### src/rtl/nlm_pkg.sv
package nlm_pkg;
    localparam int NIB_W     = 4;
    localparam int TBL_DEPTH = 1 << NIB_W;
    localparam int NUM_NIB   = 4;

    function automatic int pp_width(input int a_w);
        return a_w + NIB_W;
    endfunction
endpackage

### src/rtl/nlm_table.sv
module nlm_table #(
    parameter int DATA_W = 20,
    parameter int ADDR_W = 4
) (
    input  logic              clk,
    input  logic              rst_n,
    input  logic              we,
    input  logic [ADDR_W-1:0] wr_addr,
    input  logic [DATA_W-1:0] wr_data,
    input  logic              rd_en,
    input  logic [ADDR_W-1:0] rd_addr,
    output logic [DATA_W-1:0] rd_data
);
    localparam int DEPTH = 1 << ADDR_W;

    logic [DATA_W-1:0] mem [DEPTH];
    logic [DATA_W-1:0] rd_d, rd_q;

    // storage has no reset; the sequencer fills it before use
    always_ff @(posedge clk) begin
        if (we) mem[wr_addr] <= wr_data;
    end

    always_comb begin
        rd_d = rd_q;
        if (rd_en) rd_d = mem[rd_addr];
    end

    always_ff @(posedge clk or negedge rst_n) begin
        if (!rst_n) rd_q <= '0;
        else        rd_q <= rd_d;
    end

    assign rd_data = rd_q;

    // a read that meets a write returns the content from before the write
    assert_read_old_R7: assert property (@(posedge clk) disable iff (!rst_n)
        ($past(rd_en) && $past(we) && ($past(wr_addr) == $past(rd_addr)))
            |-> (rd_data == $past(mem[rd_addr])));
endmodule

### src/rtl/nlm_shift_add.sv
module nlm_shift_add #(
    parameter int IN_W  = 20,
    parameter int SHIFT = 4,
    parameter int OUT_W = 24
) (
    input  logic             clk,
    input  logic             rst_n,
    input  logic             in_valid,
    input  logic [IN_W-1:0]  lo,
    input  logic [IN_W-1:0]  hi,
    output logic             out_valid,
    output logic [OUT_W-1:0] sum
);
    localparam int SW = OUT_W + 1;

    typedef struct packed {
        logic             v;
        logic [OUT_W-1:0] s;
    } stage_t;

    stage_t          st_d, st_q;
    logic [SW-1:0]   lo_ext, hi_ext, wide;

    always_comb begin
        lo_ext = SW'(lo);
        hi_ext = SW'(hi) << SHIFT;
        wide   = lo_ext + hi_ext;
        st_d   = st_q;
        st_d.v = in_valid;
        if (in_valid) st_d.s = wide[OUT_W-1:0];
    end

    always_ff @(posedge clk or negedge rst_n) begin
        if (!rst_n) st_q <= '0;
        else        st_q <= st_d;
    end

    assign out_valid = st_q.v;
    assign sum       = st_q.s;

    // bounded partial products never carry out of the stage width
    assert_no_overflow_R3: assert property (@(posedge clk) disable iff (!rst_n)
        in_valid |-> (wide[OUT_W] == 1'b0));

    // the stage output only moves on an accepted value
    assert_stage_hold_R8: assert property (@(posedge clk) disable iff (!rst_n)
        !$past(in_valid) |-> $stable(sum));
endmodule

### src/rtl/nibble_lut_mult.sv
module nibble_lut_mult
    import nlm_pkg::*;
#(
    parameter int A_W = 16
) (
    input  logic                   clk,
    input  logic                   rst_n,
    input  logic                   x_valid,
    input  logic [NUM_NIB*NIB_W-1:0] x_in,
    input  logic                   tbl_we,
    input  logic [NIB_W-1:0]       tbl_addr,
    input  logic [A_W+NIB_W-1:0]   tbl_data,
    output logic                   prod_valid,
    output logic [NUM_NIB*NIB_W+A_W-1:0] prod
);
    localparam int X_W    = NUM_NIB * NIB_W;
    localparam int PP_W   = pp_width(A_W);
    localparam int BYTE_W = PP_W + NIB_W;
    localparam int P_W    = X_W + A_W;
    localparam int PAIRS  = NUM_NIB / 2;

    typedef struct packed {
        logic v;
    } rd_stage_t;

    rd_stage_t rs_d, rs_q;

    logic [PP_W-1:0]   pp     [NUM_NIB];
    logic [BYTE_W-1:0] bsum   [PAIRS];
    logic [PAIRS-1:0]  bvalid;

    always_comb begin
        rs_d   = rs_q;
        rs_d.v = x_valid;
    end

    always_ff @(posedge clk or negedge rst_n) begin
        if (!rst_n) rs_q <= '0;
        else        rs_q <= rs_d;
    end

    // one table per nibble, all sharing the write port
    for (genvar i = 0; i < NUM_NIB; i++) begin : g_tbl
        nlm_table #(
            .DATA_W (PP_W),
            .ADDR_W (NIB_W)
        ) u_tbl (
            .clk     (clk),
            .rst_n   (rst_n),
            .we      (tbl_we),
            .wr_addr (tbl_addr),
            .wr_data (tbl_data),
            .rd_en   (x_valid),
            .rd_addr (x_in[i*NIB_W +: NIB_W]),
            .rd_data (pp[i])
        );
    end

    // byte level: upper nibble product weighted by 16
    for (genvar j = 0; j < PAIRS; j++) begin : g_byte
        nlm_shift_add #(
            .IN_W  (PP_W),
            .SHIFT (NIB_W),
            .OUT_W (BYTE_W)
        ) u_badd (
            .clk       (clk),
            .rst_n     (rst_n),
            .in_valid  (rs_q.v),
            .lo        (pp[2*j]),
            .hi        (pp[2*j+1]),
            .out_valid (bvalid[j]),
            .sum       (bsum[j])
        );
    end

    // final level: upper byte sum weighted by 256
    nlm_shift_add #(
        .IN_W  (BYTE_W),
        .SHIFT (2*NIB_W),
        .OUT_W (P_W)
    ) u_fadd (
        .clk       (clk),
        .rst_n     (rst_n),
        .in_valid  (bvalid[0]),
        .lo        (bsum[0]),
        .hi        (bsum[1]),
        .out_valid (prod_valid),
        .sum       (prod)
    );

    // fixed three-edge latency from accepted X to result
    assert_latency_R2: assert property (@(posedge clk) disable iff (!rst_n)
        prod_valid == $past(x_valid, 3));

    // the product holds while no result is presented
    assert_hold_R8: assert property (@(posedge clk) disable iff (!rst_n)
        !prod_valid |-> $stable(prod));

    // both byte adders always advance together
    assert_pair_sync_R2: assert property (@(posedge clk) disable iff (!rst_n)
        bvalid[0] == bvalid[PAIRS-1]);

    // nothing valid straight out of reset
    assert_reset_R1: assert property (@(posedge clk) disable iff (!rst_n)
        $rose(rst_n) |-> !prod_valid);
endmodule

### config.mk
export PLATFORM = sky130hd
export DESIGN_NAME = nibble_lut_mult
export DESIGN_NICKNAME = d
export VERILOG_FILES = /design/src/rtl/nlm_pkg.sv /design/src/rtl/nlm_table.sv /design/src/rtl/nlm_shift_add.sv /design/src/rtl/nibble_lut_mult.sv
export SDC_FILE = /design/constraint.sdc
export NUM_CORES = 1
export LEC_CHECK = 0
export BUFFER_PORTS_ARGS = -buffer_cell sky130_fd_sc_hd__buf_2
export CAP_MARGIN = 20
export CELL_PAD_IN_SITES_DETAIL_PLACEMENT = 1
export CELL_PAD_IN_SITES_GLOBAL_PLACEMENT = 2
export CORE_UTILIZATION = 40
export CTS_BUF_LIST = sky130_fd_sc_hd__clkbuf_2 sky130_fd_sc_hd__clkbuf_4 sky130_fd_sc_hd__clkbuf_8
export CTS_CLUSTER_SIZE = 40
export DETAILED_ROUTE_END_ITERATION = 8
export PLACE_DENSITY_LB_ADDON = 0.2
export SLEW_MARGIN = 10
export SYNTH_ARGS = -nofsm -noshare
export SYNTH_HDL_FRONTEND = slang
export SYNTH_SLANG_ARGS = --single-unit
### constraint.sdc
create_clock -name clk -period 3.2 [get_ports clk]
set_clock_uncertainty 0.2 [all_clocks]
set_input_delay 0.64 -clock clk [delete_from_list [all_inputs] [get_ports clk]]
set_output_delay 0.64 -clock clk [all_outputs]
set_load 0.01 [all_outputs]
==> impl_metrics.env, run 1 <==
export IMPL_status="completed"
export IMPL_ctsHtreeMaxLevel=3
export IMPL_drive_gt1_frac=0.503
export IMPL_grt_start_max_net_pins=74
export IMPL_cts_tree="yes"
export IMPL_start_util=0.408
export IMPL_final_common_cell="mux4_2"
export IMPL_die_area_um2=70000
export IMPL_holdWs_ps=138
export IMPL_crit_fanout=4
export IMPL_power_switching_mw=5.86
export IMPL_yosysTopAreaCell="edfxtp_1"
export IMPL_finalWorstSetupSlack_ps=249
export IMPL_syn_num_nets=1633
export IMPL_period_needed_ps=2950
export IMPL_rows=95
export IMPL_synth_async_reset_ratio=0.337
export IMPL_place_ws_ps=195
export IMPL_core_region_area_um2=67600
export IMPL_nets=1762
export IMPL_finalPower_mw=19.4
export IMPL_comb_power_share=0.266
export IMPL_synth_edf_count=320
export IMPL_dp_cells=2449
export IMPL_post_synth_cell_area_avg_um2=17.9
export IMPL_netlist_area_um2=27600
export IMPL_avgViaCountPerCell=6.30
export IMPL_wl_mm=81.9
export IMPL_p_seq_frac=0.407
export IMPL_final_cell_mix="mux4_2, edfxtp_1, dfrtp_1"
export IMPL_reg2reg_setup_slack_ps=250
export IMPL_ys_ff_latch=483
export IMPL_drv_slew=0
export IMPL_grt_ovfl_total=0
export IMPL_clkLatencyLatePin_ps=680
export IMPL_grt_antenna_before_repair=8
export IMPL_ant_nets=0
export IMPL_drc_errors=0
export IMPL_wl_per_cell_um=31.3
export IMPL_io_pins=77
export IMPL_area_growth_pct=14.8
export IMPL_synth_distinct_cells=66
export IMPL_cp_required_ps=3540
export IMPL_worst_setup_path_end_kind="flop"
export IMPL_drt_iter0_drc=1557
export IMPL_num_vias=16500
export IMPL_max_slew_margin=0.453
export IMPL_setup_worst_path_start="g_tbl[3].u_tbl.rd_data[0]"
export IMPL_grtUsageTotal=0.241
export IMPL_arrival_ps=3290
export IMPL_syn_inst=1538
export IMPL_synth_area_leaders="edfxtp_1, mux4_2, dfrtp_1"
export IMPL_slowest_delay_ps=430
export IMPL_clk_pin_slew_ps=60
export IMPL_slowest_stage="fa_1"
export IMPL_grt_pass1_vias=17600
export IMPL_cap_violations=0
export IMPL_r2r_start="g_tbl[3].u_tbl.rd_data[0]"
export IMPL_dp_hpwl_mm=52.3
export IMPL_place_congestion=0.785
export IMPL_synth_seq_area_share=0.497
export IMPL_cts_root_buf="clkbuf_8"
export IMPL_chipWidth_um=265
export IMPL_setup_worst_path_class="flop to flop"
export IMPL_ir_drop_mv=0.242
export IMPL_numCtsBuffers=88
export IMPL_crit_path_cell_trace="ha_1, fa_1, a211oi_1, o21bai_1, a31oi_2, o21ai_2, a31o_2, xnor2_1, mux2_2"
export IMPL_ys_warn_count=0
export IMPL_numClockSinks=483
export IMPL_start_kind="flop"
export IMPL_hold_class="primary input to flop"
export IMPL_powerDensity_nw_per_um2=614
export IMPL_synthFlopType="edfxtp_1"
export IMPL_tns_ps=0
export IMPL_port_buffers=76
export IMPL_min_from="tbl_data[12]"
export IMPL_clk_path_buf_depth=3
export IMPL_swShare=0.302
export IMPL_netlist_area_leader_share=0.349
export IMPL_setup_viol=0
export IMPL_hold_viol=0
export IMPL_leakagePower_nw=11.0
export IMPL_p_clk_frac=0.327
export IMPL_rsz0062_at_grt="no"
export IMPL_p_int_mw=13.6
export IMPL_grt_first_pass_wirelength_mm=121
export IMPL_max_freq_mhz=339
export IMPL_drtPass1Iterations=5
export IMPL_stdcell_count=2619
export IMPL_finalCritPeriodShare=0.922
export IMPL_fill_cells=6352
export IMPL_die_y_um=265
export IMPL_tightest_slew_ps=820
-- worst paths after layout --
check / to / cells after the start
min: g_tbl[2].u_tbl.mem[1][12] / 1
max in group asynchronous: g_byte[1].u_badd.sum[13] / 3
max: g_byte[1].u_badd.sum[20] / 9
min reg2reg: g_byte[0].u_badd.sum[16] / 2
min in group asynchronous: u_fadd.sum[7] / 2
max reg2reg: g_byte[1].u_badd.sum[20] / 9
-- power groups by stage --
| stage | sequential [mW] | combinational, mW | clock [mW] |
|---|---|---|---|
| 6_report | 7.91 | 5.16 | 6.35 |
| 5_1_grt | 8.03 | 5.66 | 6.73 |
| 2_1_floorplan | 7.91 | 3.65 | 0 |
| 3_5_place_dp | 8.05 | 5.18 | 0 |
| 3_3_place_gp | 8.02 | 5.12 | 0 |
| 4_1_cts | 7.93 | 5.21 | 6.52 |
-- per-stage QoR --
stage	utilization	cell area (µm²)
floorplan	-	27600
global placement	0.439	29700
detailed placement	0.439	29700
CTS	0.468	31600
global route	0.468	31600
finish	0.468	31600
-- cell type report --
| class | count | area [µm²] | share of cell area |
|---|---|---|---|
| Clock buffer | 132 | 1610 | 0.0509 |
| Clock inverter | 34 | 307 | 0.00969 |
| Tap cell | 873 | 1090 | 0.0345 |
| Multi-Input combinational cell | 928 | 13400 | 0.424 |
| Sequential cell | 483 | 13700 | 0.433 |
| Antenna cell | 3 | 7.51 | 0.000237 |
| Inverter | 13 | 48.8 | 0.00154 |
| Timing Repair Buffer | 153 | 1480 | 0.0468 |
-- synth_stat cells (all sizes together), types with 8 or more instances --
| master | count |
|---|---|
| nand3 | 15 |
| nor2 | 42 |
| buf | 40 |
| a31oi | 8 |
| xor2 | 10 |
| ha | 48 |
| nand2 | 23 |
| o21bai | 8 |
| mux2 | 130 |
| dfrtp | 163 |
| a21oi | 56 |
| o21ai | 25 |
| a21o | 17 |
| a211oi | 10 |
| clkbuf | 74 |
| edfxtp | 320 |
| xnor2 | 34 |
| inv | 13 |
| mux4 | 400 |
-- logic make-up (layout without fill, tap and decap cells) --
logic type	Yosys count	in the layout	synth area share
AO/OA/AOI/OAI	168	168	0.0413
XOR/XNOR	44	44	0.0140
adder cells (fa/ha/maj)	51	51	0.0240
buffers and inverters	127	332	0.0190
flip-flops	483	483	0.497
multiplexers	530	530	0.380
other	0	3	0
AND/OR/NAND/NOR	135	135	0.0251
-- registers in the layout, indices dropped and copies added, names as in the netlist --
register / flops
g_tbl.u_tbl.mem: 320
g_tbl.u_tbl.rd_data: 80
g_byte.u_badd.sum: 48
u_fadd.sum: 32
g_byte.u_badd.out_valid: 1
rs_q: 1
u_fadd.out_valid: 1
-- worst max-delay path: cells and delay by family, from the launching register on --
kind / cells / cell delay, ps
compound gates: 5 / 1200
fa+ha+maj: 2 / 660
flops: 1 / 380
mux: 1 / 270
xor+xnor: 1 / 130
-- timing repair --
action,in CTS,in global routing
endpoints found under the hold margin,69,0
gates resized for setup,0,1
hold buffers,1,0
setup endpoints to repair,0,2
buffers inserted,0,0
-- layer usage --
layer | GRT usage | up-vias | wire (µm)
met2 | 0.383 | 675 | 39300
met3 | 0.0503 | 159 | 6080
met5 | 0 | - | 48
met4 | 0.0878 | 8 | 2570
met1 | 0.329 | 8782 | 33900
li1 | - | 6876 | -
Note: power is estimated with default switching activity, not from simulation.
==> run 2, diff against run 1 <==
Clock period 3.2 ns to 3.3 ns, I/O delays scaled along.
==> impl_metrics.env, run 2 (synthesis results as in run 1) <==
export IMPL_status="completed"
export IMPL_nets=1750
export IMPL_reg2regPathDepth=9
export IMPL_core_region_area_um2=67600
export IMPL_dp_hpwl_mm=53.4
export IMPL_final_cell_mix="mux4_2, edfxtp_1, dfrtp_1"
export IMPL_area_growth_pct=14.0
export IMPL_finalCritPeriodShare=0.907
export IMPL_chipWidth_um=265
export IMPL_setup_worst_path_class="flop to flop"
export IMPL_num_vias=16600
export IMPL_max_slew_margin=0.423
export IMPL_final_common_cell="mux4_2"
export IMPL_start_kind="flop"
export IMPL_setup_worst_path_start="g_tbl[3].u_tbl.rd_data[0]"
export IMPL_port_buffers=76
export IMPL_grt_start_max_net_pins=63
export IMPL_period_needed_ps=2990
export IMPL_drtPass1Iterations=5
export IMPL_wl_per_cell_um=31.7
export IMPL_regMostFlops="g_tbl.u_tbl.mem"
export IMPL_numClockSinks=483
export IMPL_io_pins=77
export IMPL_grt_antenna_before_repair=5
export IMPL_cts_tree="yes"
export IMPL_grt_ovfl_total=0
export IMPL_cts_resized=0
export IMPL_powerDensity_nw_per_um2=598
export IMPL_hold_class="primary input to flop"
export IMPL_crit_fanout=4
export IMPL_r2r_end="g_byte[1].u_badd.sum[20]"
export IMPL_clk_path_buf_depth=3
export IMPL_wl_mm=82.5
export IMPL_cts_root_buf="clkbuf_8"
export IMPL_ff_latch_area_um2=13700
export IMPL_stdcell_count=2604
export IMPL_grt_first_pass_wirelength_mm=123
export IMPL_multiInputGateArea_um2=13400
export IMPL_max_freq_mhz=334
export IMPL_grtUsageTotal=0.243
export IMPL_place_congestion=0.811
export IMPL_tightest_slew_ps=866
export IMPL_rsz0062_at_grt="no"
export IMPL_grt_pass1_vias=17600
export IMPL_drive_gt1_frac=0.494
export IMPL_clk_pin_slew_ps=60
export IMPL_reg2reg_setup_slack_ps=310
export IMPL_drt_iter0_drc=1735
export IMPL_worstSetupEndpoint="g_byte[1].u_badd.sum[20]"
export IMPL_numCtsBuffers=88
export IMPL_worst_setup_path_end_kind="flop"
export IMPL_ir_drop_mv=0.267
export IMPL_drc_errors=0
export IMPL_cap_violations=0
export IMPL_avgViaCountPerCell=6.38
export IMPL_dp_cells=2437
export IMPL_largest_reg_flops=320
export IMPL_leakagePower_nw=10.9
export IMPL_rows=95
export IMPL_clkLatencyLatePin_ps=710
export IMPL_ant_nets=0
export IMPL_hold_viol=0
export IMPL_die_area_um2=70000
export IMPL_ctsHtreeMaxLevel=3
export IMPL_tns_ps=0
export IMPL_setup_viol=0
export IMPL_r2r_start="g_tbl[3].u_tbl.rd_data[0]"
export IMPL_start_util=0.408
export IMPL_fill_cells=6339
export IMPL_arrival_ps=3340
export IMPL_drv_slew=0
export IMPL_cp_required_ps=3650
export IMPL_die_y_um=265
run 2: worst max-delay path: stages (launching register included):
cell and delay (ps):
dfrtp_1 390, ha_1 240, fa_1 440, a211oi_1 330, o21bai_1 180, a31oi_2 300, o21ai_2 140, a31o_2 270
xnor2_1 120, mux2_2 260
run 2: layout make-up:
cell class | count | area share
multi-input cells | 928 | 0.426
repair buffers | 141 | 0.0414
clock inverters | 45 | 0.0121
clock buffers | 120 | 0.0480
flip-flops and latches | 483 | 0.436
diodes | 1 | 0.0000796
inverters | 13 | 0.00155
well taps | 873 | 0.0348
run 2: timing repair:
item	in CTS	in global routing
hold buffers	1	0
hold endpoints to repair	58	0
buffers inserted	0	0
run 2: metal layers:
metal	vias up	part of all wire	track usage
met4	6	0.027	0.0805
met1	8919	0.42	0.339
met2	689	0.48	0.389
li1	6843	-	-
met3	160	0.071	0.0420
met5	-	0.00046	0
run 2: power by group:
| group | internal, mW | switching [mW] |
|---|---|---|
| sequential | 7.16 | 0.510 |
| clock | 3.45 | 2.68 |
| combinational | 2.43 | 2.56 |
run 2: worst min path at each step:
| stage | start | to | slack, ps | depth (start not counted) |
|---|---|---|---|---|
| 5_1_grt | x_valid | g_tbl[1].u_tbl.rd_data[16] | 100 | 2 |
| 3_3_place_gp | g_byte[1].u_badd.sum[14] | g_byte[1].u_badd.sum[14] | 280 | 1 |
| 3_5_place_dp | g_byte[1].u_badd.sum[14] | g_byte[1].u_badd.sum[14] | 280 | 1 |
| 6_report | x_valid | g_tbl[1].u_tbl.rd_data[16] | 110 | 2 |
| 2_1_floorplan | rs_q | g_byte[0].u_badd.out_valid | 150 | 0 |
| 4_1_cts | x_valid | g_tbl[1].u_tbl.rd_data[16] | 50 | 2 |
run 2: metrics by stage:
stage                     hold slack [ps]  setup slack, ps  power, mW  cell area, µm²   util
after floorplan                       152              104       11.2           27600      -
after global placement                277              299       12.8           29500  0.437
after detailed placement              277              319       12.8           29500  0.437
after CTS                            52.6              291       19.0           31400  0.465
after global routing                 98.4             70.2       19.8           31400  0.465
final                                 105              307       18.8           31400  0.465
==> run 3, diff against run 2 <==
Settings changed: CORE_ASPECT_RATIO from default to 0.75, CORE_UTILIZATION 40 to 50.
==> impl_metrics.env, run 3 (synthesis results as in run 1) <==
export IMPL_crit_fanout=3
export IMPL_hold_viol=0
export IMPL_path_delay_family="compound AO/OA/AOI/OAI gates"
export IMPL_wl_mm=81.3
export IMPL_setup_worst_path_start="g_byte[1].u_badd.sum[0]"
export IMPL_core_region_area_um2=54400
export IMPL_regMostFlops="g_tbl.u_tbl.mem"
export IMPL_place_congestion=0.836
export IMPL_r2r_start="g_byte[1].u_badd.sum[0]"
export IMPL_grt_first_pass_wirelength_mm=121
export IMPL_arrival_ps=3350
export IMPL_status="completed"
export IMPL_start_util=0.506
export IMPL_cts_root_buf="clkbuf_8"
export IMPL_cts_resized=0
export IMPL_max_freq_mhz=332
export IMPL_worst_setup_path_end_kind="flop"
export IMPL_grt_pass1_vias=17600
export IMPL_grt_ovfl_total=0
export IMPL_rsz0062_at_grt="no"
export IMPL_tightest_slew_ps=682
export IMPL_grtUsageTotal=0.303
export IMPL_dpl_cell_area_um2=29300
export IMPL_tns_ps=0
export IMPL_drv_slew=0
export IMPL_fin_util=0.570
export IMPL_crit_buf_inv=0
export IMPL_powerDensity_nw_per_um2=594
export IMPL_port_buffers=76
export IMPL_period_needed_ps=3010
export IMPL_final_common_cell="mux4_2"
export IMPL_finalCritPeriodShare=0.913
export IMPL_drtPass1Iterations=5
export IMPL_hold_class="primary input to flop"
export IMPL_final_cell_mix="mux4_2, edfxtp_1, dfrtp_1"
export IMPL_avgViaCountPerCell=6.96
export IMPL_setup_viol=0
export IMPL_io_pins=77
export IMPL_grt_start_max_net_pins=60
export IMPL_clkLatencyLatePin_ps=680
export IMPL_clk_path_buf_depth=3
export IMPL_setup_worst_path_class="flop to flop"
export IMPL_ant_nets=0
export IMPL_min_from="tbl_data[13]"
export IMPL_numCtsBuffers=80
export IMPL_rows=74
export IMPL_ctsHtreeMaxLevel=3
export IMPL_slowest_stage="fa_1"
export IMPL_drive_gt1_frac=0.492
export IMPL_largest_reg_flops=320
export IMPL_num_vias=16900
export IMPL_finalInstanceArea_um2=31000
export IMPL_die_y_um=205
export IMPL_dp_hpwl_mm=52.2
export IMPL_area_growth_pct=12.6
export IMPL_nets=1742
export IMPL_finalPower_mw=18.4
export IMPL_crit_path_cell_trace="ha_1, fa_1, a211o_1, a211oi_1, o21bai_1, a21oi_1, o21ai_0, xor2_1, mux2_2"
export IMPL_drc_errors=0
export IMPL_place_ws_ps=276
export IMPL_die_area_um2=56100
export IMPL_start_kind="flop"
export IMPL_drt_iter0_drc=1970
export IMPL_chipWidth_um=273
export IMPL_grt_antenna_before_repair=6
export IMPL_cap_violations=0
export IMPL_numClockSinks=483
export IMPL_max_slew_margin=0.545
export IMPL_wl_per_cell_um=33.4
export IMPL_slowest_delay_ps=430
export IMPL_clk_pin_slew_ps=60
export IMPL_ir_drop_mv=0.606
export IMPL_cp_required_ps=3640
export IMPL_cts_tree="yes"
export IMPL_leakagePower_nw=10.8
export IMPL_finalWorstSetupSlack_ps=287
[run 3: cell types whose count changed in the layout (fill, tap and decap cells not counted), moves of 2 or more]
cell | before | now
bufinv_16 | 6 | 3
clkinv_1 | 17 | 10
clkbuf_4 | 23 | 27
buf_4 | 41 | 43
clkinvlp_4 | 3 | 0
buf_12 | 32 | 29
clkinv_2 | 16 | 6
[run 3: routing by layer]
layer | up-vias | part of all wire | global-route usage
met5 | - | 0.00016 | 0
met4 | 2 | 0.024 | 0.0844
met3 | 140 | 0.11 | 0.0836
met2 | 982 | 0.45 | 0.444
met1 | 8976 | 0.42 | 0.449
li1 | 6822 | - | -
[run 3: worst paths after layout]
path	to	slack, ps	cells past startpoint
setup / recovery	u_fadd.sum[20]	290	9
hold / removal	g_tbl[2].u_tbl.mem[13][13]	150	1
setup reg to reg	u_fadd.sum[20]	290	9
hold reg to reg	g_byte[1].u_badd.sum[14]	300	1
max in group asynchronous	u_fadd.sum[26]	1820	3
min in group asynchronous	u_fadd.sum[2]	270	2
[run 3: what timing repair did]
action | CTS | global route
hold buffers | 1 | 0
buffers inserted | 0 | 0
hold endpoints to repair | 34 | 0
[run 3: power breakdown]
group	internal [mW]	leakage, nW	switching (mW)	total (mW)
sequential	7.16	4.79	0.550	7.71
combinational	2.44	5.06	2.60	5.04
clock	3.20	0.912	2.49	5.69
total	12.8	10.8	5.65	18.4
[run 3: per-stage QoR]
stage / cells / hold slack (ps)
finish: 2433 / 155
global route: 2432 / 144
CTS: 2431 / 110
detailed placement: 2285 / 287
global placement: 2285 / 285
floorplan: 1538 / 152
[run 3: layout make-up]
class,instances,area [µm²]
Antenna cell,1,2.50
Inverter,13,48.8
Fill cell,4867,23400
Sequential cell,483,13700
Multi-Input combinational cell,928,13400
Timing Repair Buffer,141,1280
Clock buffer,124,1540
Clock inverter,21,175
Tap cell,722,903
